--- config.mk ---
export PLATFORM = sky130hd
export DESIGN_NAME = usb_host_test_seq
export DESIGN_NICKNAME = d
export VERILOG_FILES = /design/src/rtl/usbt_pkg.sv /design/src/rtl/usbt_nak_scan.sv /design/src/rtl/usbt_seq_ctrl.sv /design/src/rtl/usbt_sof_gen.sv /design/src/rtl/usbt_dtch_guard.sv /design/src/rtl/usb_host_test_seq.sv
export SDC_FILE = /design/constraint.sdc
export NUM_CORES = 1
export LEC_CHECK = 0
export CAP_MARGIN = 30
export CORE_UTILIZATION = 25
export CTS_BUF_LIST = sky130_fd_sc_hd__clkbuf_16
export CTS_CLUSTER_SIZE = 28
export DETAILED_ROUTE_END_ITERATION = 16
export MAX_ROUTING_LAYER = met4
export PLACE_DENSITY = 0.46
export SKIP_LAST_GASP = 1
export SLEW_MARGIN = 20
export SYNTH_ARGS = -nofsm -noshare
export SYNTH_HDL_FRONTEND = slang
export SYNTH_HIERARCHICAL = 1
export SYNTH_SLANG_ARGS = --single-unit
--- constraint.sdc ---
create_clock -name clk -period 2.8 [get_ports clk]
set_input_delay 0.84 -clock clk [delete_from_list [all_inputs] [get_ports clk]]
set_output_delay 0.84 -clock clk [all_outputs]
set_load 0.02 [all_outputs]
--- src/rtl/usbt_pkg.sv ---
package usbt_pkg;
  localparam int SEL_W = 4;
  localparam int PID_W = 2;

  typedef enum logic [2:0] {
    ST_IDLE, ST_PREP, ST_EN, ST_SEL, ST_ACT, ST_PAUSE, ST_LOCK
  } seq_state_t;

  localparam logic [SEL_W-1:0] CODE_SE0_NAK  = 4'b1011;
  localparam logic [SEL_W-1:0] CODE_FORCE_EN = 4'b1101;
  localparam logic [PID_W-1:0] PID_NAK       = 2'b00;

  localparam logic [3:0] CTRL_OFF  = 4'b0000;
  localparam logic [3:0] CTRL_PREP = 4'b0011;
  localparam logic [3:0] CTRL_EN   = 4'b0111;
  localparam logic [3:0] CTRL_RUN  = 4'b1111;

  localparam logic ADDR_CTRL = 1'b0;
  localparam logic ADDR_SEL  = 1'b1;
endpackage

--- src/rtl/usbt_nak_scan.sv ---
module usbt_nak_scan
  import usbt_pkg::*;
#(
  parameter int NUM_PIPES = 4
) (
  input  logic [NUM_PIPES*PID_W-1:0] pids,
  output logic                       all_nak
);
  logic [NUM_PIPES-1:0] is_nak;

  for (genvar p = 0; p < NUM_PIPES; p++) begin : g_pipe
    assign is_nak[p] = (pids[p*PID_W +: PID_W] == PID_NAK);
  end

  assign all_nak = &is_nak;
endmodule

--- src/rtl/usbt_seq_ctrl.sv ---
module usbt_seq_ctrl
  import usbt_pkg::*;
(
  input  logic             clk,
  input  logic             rst_n,
  input  logic             wr_en,
  input  logic             wr_addr,
  input  logic [SEL_W-1:0] wr_data,
  input  logic             all_nak,
  input  logic             dtch_clr,
  output logic [SEL_W-1:0] sel_o,
  output logic             act_o,
  output logic             term_o,
  output logic             locked_o,
  output logic             seq_err_o,
  output logic             nak_err_o
);
  seq_state_t       state_q, state_d;
  logic [SEL_W-1:0] sel_q, sel_d;
  logic             term_q, term_d;
  logic             lock_q, lock_d;
  logic             serr_q, serr_d;
  logic             nerr_q, nerr_d;

  always_comb begin
    state_d = state_q;
    sel_d   = sel_q;
    term_d  = term_q;
    serr_d  = serr_q;
    nerr_d  = nerr_q;
    if (dtch_clr && state_q == ST_ACT) begin
      state_d = ST_SEL;
    end else if (wr_en) begin
      if (wr_addr == ADDR_SEL) begin
        if (state_q == ST_EN) begin
          if (all_nak) begin
            sel_d   = wr_data;
            term_d  = 1'b1;
            state_d = ST_SEL;
          end else begin
            nerr_d = 1'b1;
          end
        end else begin
          serr_d = 1'b1;
        end
      end else begin
        case (state_q)
          ST_IDLE:  if (wr_data == CTRL_PREP) state_d = ST_PREP; else serr_d = 1'b1;
          ST_PREP:  if (wr_data == CTRL_EN)   state_d = ST_EN;   else serr_d = 1'b1;
          ST_SEL:   if (wr_data == CTRL_RUN)  state_d = ST_ACT;  else serr_d = 1'b1;
          ST_ACT: begin
            if (wr_data == CTRL_PREP)     state_d = ST_PAUSE;
            else if (wr_data == CTRL_OFF) state_d = ST_LOCK;
            else                          serr_d  = 1'b1;
          end
          ST_PAUSE: begin
            if (wr_data == CTRL_EN)       state_d = ST_EN;
            else if (wr_data == CTRL_OFF) state_d = ST_LOCK;
            else                          serr_d  = 1'b1;
          end
          default:  serr_d = 1'b1;
        endcase
      end
    end
    lock_d = lock_q | (state_d == ST_ACT);
  end

  always_ff @(posedge clk or negedge rst_n) begin
    if (!rst_n) begin
      state_q <= ST_IDLE;
      sel_q   <= '0;
      term_q  <= 1'b0;
      lock_q  <= 1'b0;
      serr_q  <= 1'b0;
      nerr_q  <= 1'b0;
    end else begin
      state_q <= state_d;
      sel_q   <= sel_d;
      term_q  <= term_d;
      lock_q  <= lock_d;
      serr_q  <= serr_d;
      nerr_q  <= nerr_d;
    end
  end

  assign sel_o     = sel_q;
  assign act_o     = (state_q == ST_ACT);
  assign term_o    = term_q;
  assign locked_o  = lock_q;
  assign seq_err_o = serr_q;
  assign nak_err_o = nerr_q;

  assert_locked_sticky_R12: assert property (@(posedge clk) disable iff (!rst_n)
    lock_q |=> lock_q);
  assert_lock_rejects_R12: assert property (@(posedge clk) disable iff (!rst_n)
    (state_q == ST_LOCK && wr_en) |=> (state_q == ST_LOCK && serr_q));
  assert_term_sticky_R5: assert property (@(posedge clk) disable iff (!rst_n)
    term_q |=> term_q);
  assert_act_after_sel_R2: assert property (@(posedge clk) disable iff (!rst_n)
    act_o |-> term_q);
  assert_nak_reject_R7: assert property (@(posedge clk) disable iff (!rst_n)
    (wr_en && wr_addr == ADDR_SEL && !all_nak) |=> $stable(sel_q) && nerr_q == (nerr_q | $past(state_q == ST_EN)));
endmodule

--- src/rtl/usbt_sof_gen.sv ---
module usbt_sof_gen #(
  parameter int SOF_PERIOD = 7500
) (
  input  logic clk,
  input  logic rst_n,
  input  logic run,
  output logic strobe
);
  localparam int CNT_W = (SOF_PERIOD > 2) ? $clog2(SOF_PERIOD) : 1;
  localparam logic [CNT_W-1:0] LAST = CNT_W'(SOF_PERIOD - 1);

  logic [CNT_W-1:0] cnt_q;
  logic             strobe_q;

  always_ff @(posedge clk or negedge rst_n) begin
    if (!rst_n) begin
      cnt_q    <= '0;
      strobe_q <= 1'b0;
    end else if (!run) begin
      cnt_q    <= '0;
      strobe_q <= 1'b0;
    end else if (cnt_q == LAST) begin
      cnt_q    <= '0;
      strobe_q <= 1'b1;
    end else begin
      cnt_q    <= cnt_q + 1'b1;
      strobe_q <= 1'b0;
    end
  end

  assign strobe = strobe_q;

  assert_sof_pulse_R8: assert property (@(posedge clk) disable iff (!rst_n)
    strobe_q |=> !strobe_q);
  assert_sof_needs_run_R8: assert property (@(posedge clk) disable iff (!rst_n)
    strobe_q |-> $past(run));
endmodule

--- src/rtl/usbt_dtch_guard.sv ---
module usbt_dtch_guard
  import usbt_pkg::*;
(
  input  logic             clk,
  input  logic             rst_n,
  input  logic             dtch_in,
  input  logic             act,
  input  logic [SEL_W-1:0] sel,
  output logic             clr,
  output logic             irq
);
  logic irq_q;

  assign clr = dtch_in && act && (sel != CODE_FORCE_EN);

  always_ff @(posedge clk or negedge rst_n) begin
    if (!rst_n) irq_q <= 1'b0;
    else        irq_q <= clr;
  end

  assign irq = irq_q;

  assert_force_no_irq_R10: assert property (@(posedge clk) disable iff (!rst_n)
    irq_q |-> ($past(sel) != CODE_FORCE_EN));
  assert_irq_single_R11: assert property (@(posedge clk) disable iff (!rst_n)
    irq_q |=> !irq_q);
endmodule

--- src/rtl/usb_host_test_seq.sv ---
module usb_host_test_seq
  import usbt_pkg::*;
#(
  parameter int NUM_PIPES  = 4,
  parameter int SOF_PERIOD = 7500
) (
  input  logic                       clk,
  input  logic                       rst_n,
  input  logic                       wr_en,
  input  logic                       wr_addr,
  input  logic [3:0]                 wr_data,
  input  logic [NUM_PIPES*PID_W-1:0] pipe_pid,
  input  logic                       dtch_pulse,
  output logic [3:0]                 sel_out,
  output logic                       wave_en,
  output logic                       hs_term_en,
  output logic                       sof_strobe,
  output logic                       dtch_irq,
  output logic                       seq_err,
  output logic                       nak_err,
  output logic                       test_locked
);
  logic all_nak, act, dtch_clr;
  logic [SEL_W-1:0] sel;

  usbt_nak_scan #(.NUM_PIPES(NUM_PIPES)) u_nak (
    .pids(pipe_pid), .all_nak(all_nak));

  usbt_seq_ctrl u_ctrl (
    .clk(clk), .rst_n(rst_n), .wr_en(wr_en), .wr_addr(wr_addr),
    .wr_data(wr_data), .all_nak(all_nak), .dtch_clr(dtch_clr),
    .sel_o(sel), .act_o(act), .term_o(hs_term_en), .locked_o(test_locked),
    .seq_err_o(seq_err), .nak_err_o(nak_err));

  usbt_sof_gen #(.SOF_PERIOD(SOF_PERIOD)) u_sof (
    .clk(clk), .rst_n(rst_n), .run(act && (sel != CODE_SE0_NAK)),
    .strobe(sof_strobe));

  usbt_dtch_guard u_dtch (
    .clk(clk), .rst_n(rst_n), .dtch_in(dtch_pulse), .act(act), .sel(sel),
    .clr(dtch_clr), .irq(dtch_irq));

  assign sel_out = sel;
  assign wave_en = act;

  assert_no_sof_se0_R9: assert property (@(posedge clk) disable iff (!rst_n)
    (sel == CODE_SE0_NAK && $past(sel == CODE_SE0_NAK)) |-> !sof_strobe);
  assert_wave_term_R4: assert property (@(posedge clk) disable iff (!rst_n)
    $rose(wave_en) |-> $past(wr_en && wr_addr == ADDR_CTRL && wr_data == CTRL_RUN));
endmodule

==> run_results.csv <==
group,metric,value,unit
cts,cts_tree,"yes",
global_route,overflow,0,
cts,clock_latency,0.26,ns
floorplan,dieArea,5990,µm²
yosys,avgSynthCellArea,10.2,µm²
sta,final.min_clock_period,2.64,ns
yosys,synth_area_leader_cell,"dfrtp_1",
floorplan,core-area,5510,µm²
worst_setup_path,cp-end-kind,"register",
floorplan,initial_core_util,25.8,%
worst_setup_path,crit_arrival,2.82,ns
cts,cts.clk_slew.worst_paths,0.07,ns
worst_setup_path,crit_fanout,7,
cells_and_area,regArea,651,µm²
yosys,synthFlopType,"dfrtp_1",
min_path,hold_class,"register to register",
floorplan,io_pins,28,
place,dp_cells,242,
floorplan,core.rowCount,27,
global_route,antenna_found_initial,0,
yosys,yosys-top-cells-count,"26 x dfrtp_1, 17 x nor2_1, 9 x xor2_1, 7 x nand4_1",
pwr,power.density,540,nW/µm²
cts,cts_buffers,3,
flow_run,cap_violations,0,
routing,dr.pass1.iters,4,
routing,first_iter_violations,27,
yosys,synth_edf_count,0,
cts,postCtsHoldBufs,0,
cells_and_area,final_layout_size_suffix_gt1_share,17.8,%
worst_setup_path,path_class,"input pin to register",
cells_and_area,fillers,563,
routing,routed_wl,3.16,mm
routing,vias,1165,
yosys,synthMostInstantiatedCell,"dfrtp_1",
sta,setup_viol_count_final,0,
yosys,synth_top_cells_by_area,"dfrtp_1 46%, xor2_1 5.5%, nor2_1 4.5%, mux2_2 3.2%, nand4_1 3.1%",
sta,rsz0062_at_grt,"false",
sta,fin_worst_skew,0.00438,ns
global_route,grt.total_usage,11.9,%
cells_and_area,nNetsFinal,193,
worst_setup_path,worst_ep_required_time,2.97,ns
sta,hold_viol,0,
sta,fin_crit_sh,94.3,%
global_route,grt_pass1_wl,5.59,mm
global_route,grt_max_degree,27,
yosys,yosys_warnings,6,
sta,max_slew_margin,72.6,%
yosys,synth-async-reset-ratio,100,%
yosys,netlist_instances,139,
cells_and_area,diodes,0,
cells_and_area,multi_input_comb_area,713,µm²
status,status,"finished clean",
yosys,netlist_area,1420,µm²
sta,fmax,0.379,GHz
place,place.gp.congestion,0.886,
cells_and_area,syn_to_final_growth,36.0,%
routing,postRouteAntennaNets,0,
yosys,synth_top_area_share,45.8,%
cts,cts_buffer_depth,2,
place,port_buffers,27,
worst_setup_path,cp-start-kind,"input pin",
floorplan,fp.dieH,77.4,µm
sta,tightest_slew,0.410,ns
yosys,synth_seq_cells,26,
sta,finalMaxSlewViolations,0,
yosys,syn_nets,157,
cts,cts.sinks,26,
cells_and_area,stdcell_count,246,
yosys,synthDistinctLibCells,50,
place,dp_hpwl,2.43,mm
cts,htreeDepth,1,
sta,holdWs,0.464,ns
floorplan,dieWidth,77.4,µm
pwr,ir_drop,0.355,mV
routing,avgViaCountPerCell,4.74,
yosys,ys_seq_area_share,45.8,%
routing,drc,0,
global_route,first_global_vias,1187,
worst_setup_path,rrSetupSlack,0.68,ns
pwr,power.leakage,0.791,nW
cts,ctsRootBufferMaster,"clkbuf_16",
routing,routedWlPerCell,12.8,µm
[per-stage QoR]
step / TNS [ns] / util [%] / area, µm² / power (mW) / setup slack [ns]
5_1_grt: 0 / 35.1 / 1930 / 1.10 / 0.0428
2_1_floorplan: 0 / - / 1420 / 0.551 / 0.466
3_3_place_gp: -0.129 / 33.1 / 1820 / 0.637 / -0.0342
3_5_place_dp: -0.237 / 33.1 / 1820 / 0.637 / -0.115
6_report: 0 / 35.1 / 1930 / 1.04 / 0.159
4_1_cts: 0 / 35.1 / 1930 / 1.06 / 0.0722
[timing repair]
item | 4_1_cts | 5_1_grt
hold endpoints to repair | 0 | 0
setup buffers | 0 | 0
gates resized for setup | 1 | 1
setup endpoints to repair | 1 | 1
pin swaps | 0 | 0
cloned | 0 | 0
[flip-flops by register name (all words and copies together), names as in the netlist]
register          cells
u_ctrl/nak_err_o      1
u_ctrl/term_o         1
u_ctrl/sel_o          4
u_dtch/irq            1
u_ctrl/seq_err_o      1
u_sof/cnt_q          13
u_sof/strobe          1
u_ctrl/locked_o       1
u_ctrl/state_q        3
[path summary, 6_finish.rpt]
kind	from	end	cells past startpoint
min in group asynchronous	rst_n	u_ctrl/state_q[2]$_DFF_PN0_	2
worst max-delay path	wr_data[0]	u_ctrl/locked_o$_DFF_PN0_	6
worst min-delay path	u_ctrl/seq_err_o$_DFFE_PN0P_	u_ctrl/seq_err_o$_DFFE_PN0P_	1
max in group asynchronous	rst_n	u_sof/cnt_q[10]$_DFF_PN0_	2
worst max register to register	u_ctrl/state_q[2]$_DFF_PN0_	u_ctrl/seq_err_o$_DFFE_PN0P_	7
worst min register to register	u_ctrl/seq_err_o$_DFFE_PN0P_	u_ctrl/seq_err_o$_DFFE_PN0P_	1
[cell families (layout without fill, tap and decap cells)]
logic type,after synthesis,in the layout,share of synthesized area [%]
DFF,26,26,45.8
muxes,4,4,3.17
and+or+nand+nor,74,74,33.0
AOI/OAI and AO/OA,12,12,5.99
buffers and inverters,11,46,4.40
adders and majority gates,1,1,0.880
xor gates and xnor gates,11,11,6.78
[power by group]
group | switching (mW) | total [mW] | internal (mW)
Sequential | 0.0248 | 0.422 | 0.397
Combinational | 0.101 | 0.207 | 0.107
Clock | 0.129 | 0.414 | 0.284
Total | 0.255 | 1.04 | 0.788
[layout make-up]
| class | instances | share of cell area (%) |
|---|---|---|
| multi-input cells | 102 | 36.9 |
| flip-flops and latches | 26 | 33.7 |
| repair buffers | 39 | 18.8 |
| well taps | 72 | 4.66 |
| clock buffers | 3 | 3.88 |
| clock inverters | 1 | 1.55 |
| inverters | 3 | 0.583 |
[per-layer routing]
| layer | track usage [%] | part of all wire, % | vias to the layer above |
|---|---|---|---|
| li1 | - | - | 574 |
| met1 | 13.7 | 42 | 561 |
| met2 | 21.2 | 52 | 28 |
| met3 | 2.94 | 5.4 | 2 |
| met4 | 2.26 | 0.41 | 0 |
| met5 | - | 0 | - |
[cells in the final DEF (no fill, tap or decap), types with 3 or more instances in the layout]
| master | Yosys | final |
|---|---|---|
| clkdlybuf4s50_1 | 0 | 26 |
| dfrtp_1 | 26 | 26 |
| nor2_1 | 17 | 17 |
| buf_4 | 2 | 12 |
| xor2_1 | 9 | 9 |
| nand4_1 | 7 | 7 |
| nand2_1 | 6 | 6 |
| nand3_1 | 6 | 6 |
| o21ai_0 | 4 | 4 |
| mux2_2 | 4 | 4 |
| clkbuf_16 | 0 | 3 |
| inv_1 | 3 | 3 |
| and3_1 | 3 | 3 |
[critical path, stage by stage]
cell	delay (ns)
clkdlybuf4s50_1	0.62
and4b_1	0.28
nor3_1	0.07
a221o_1	0.26
or4_4	0.49
o31ai_2	0.24
Power figures use the tool's default switching activity.
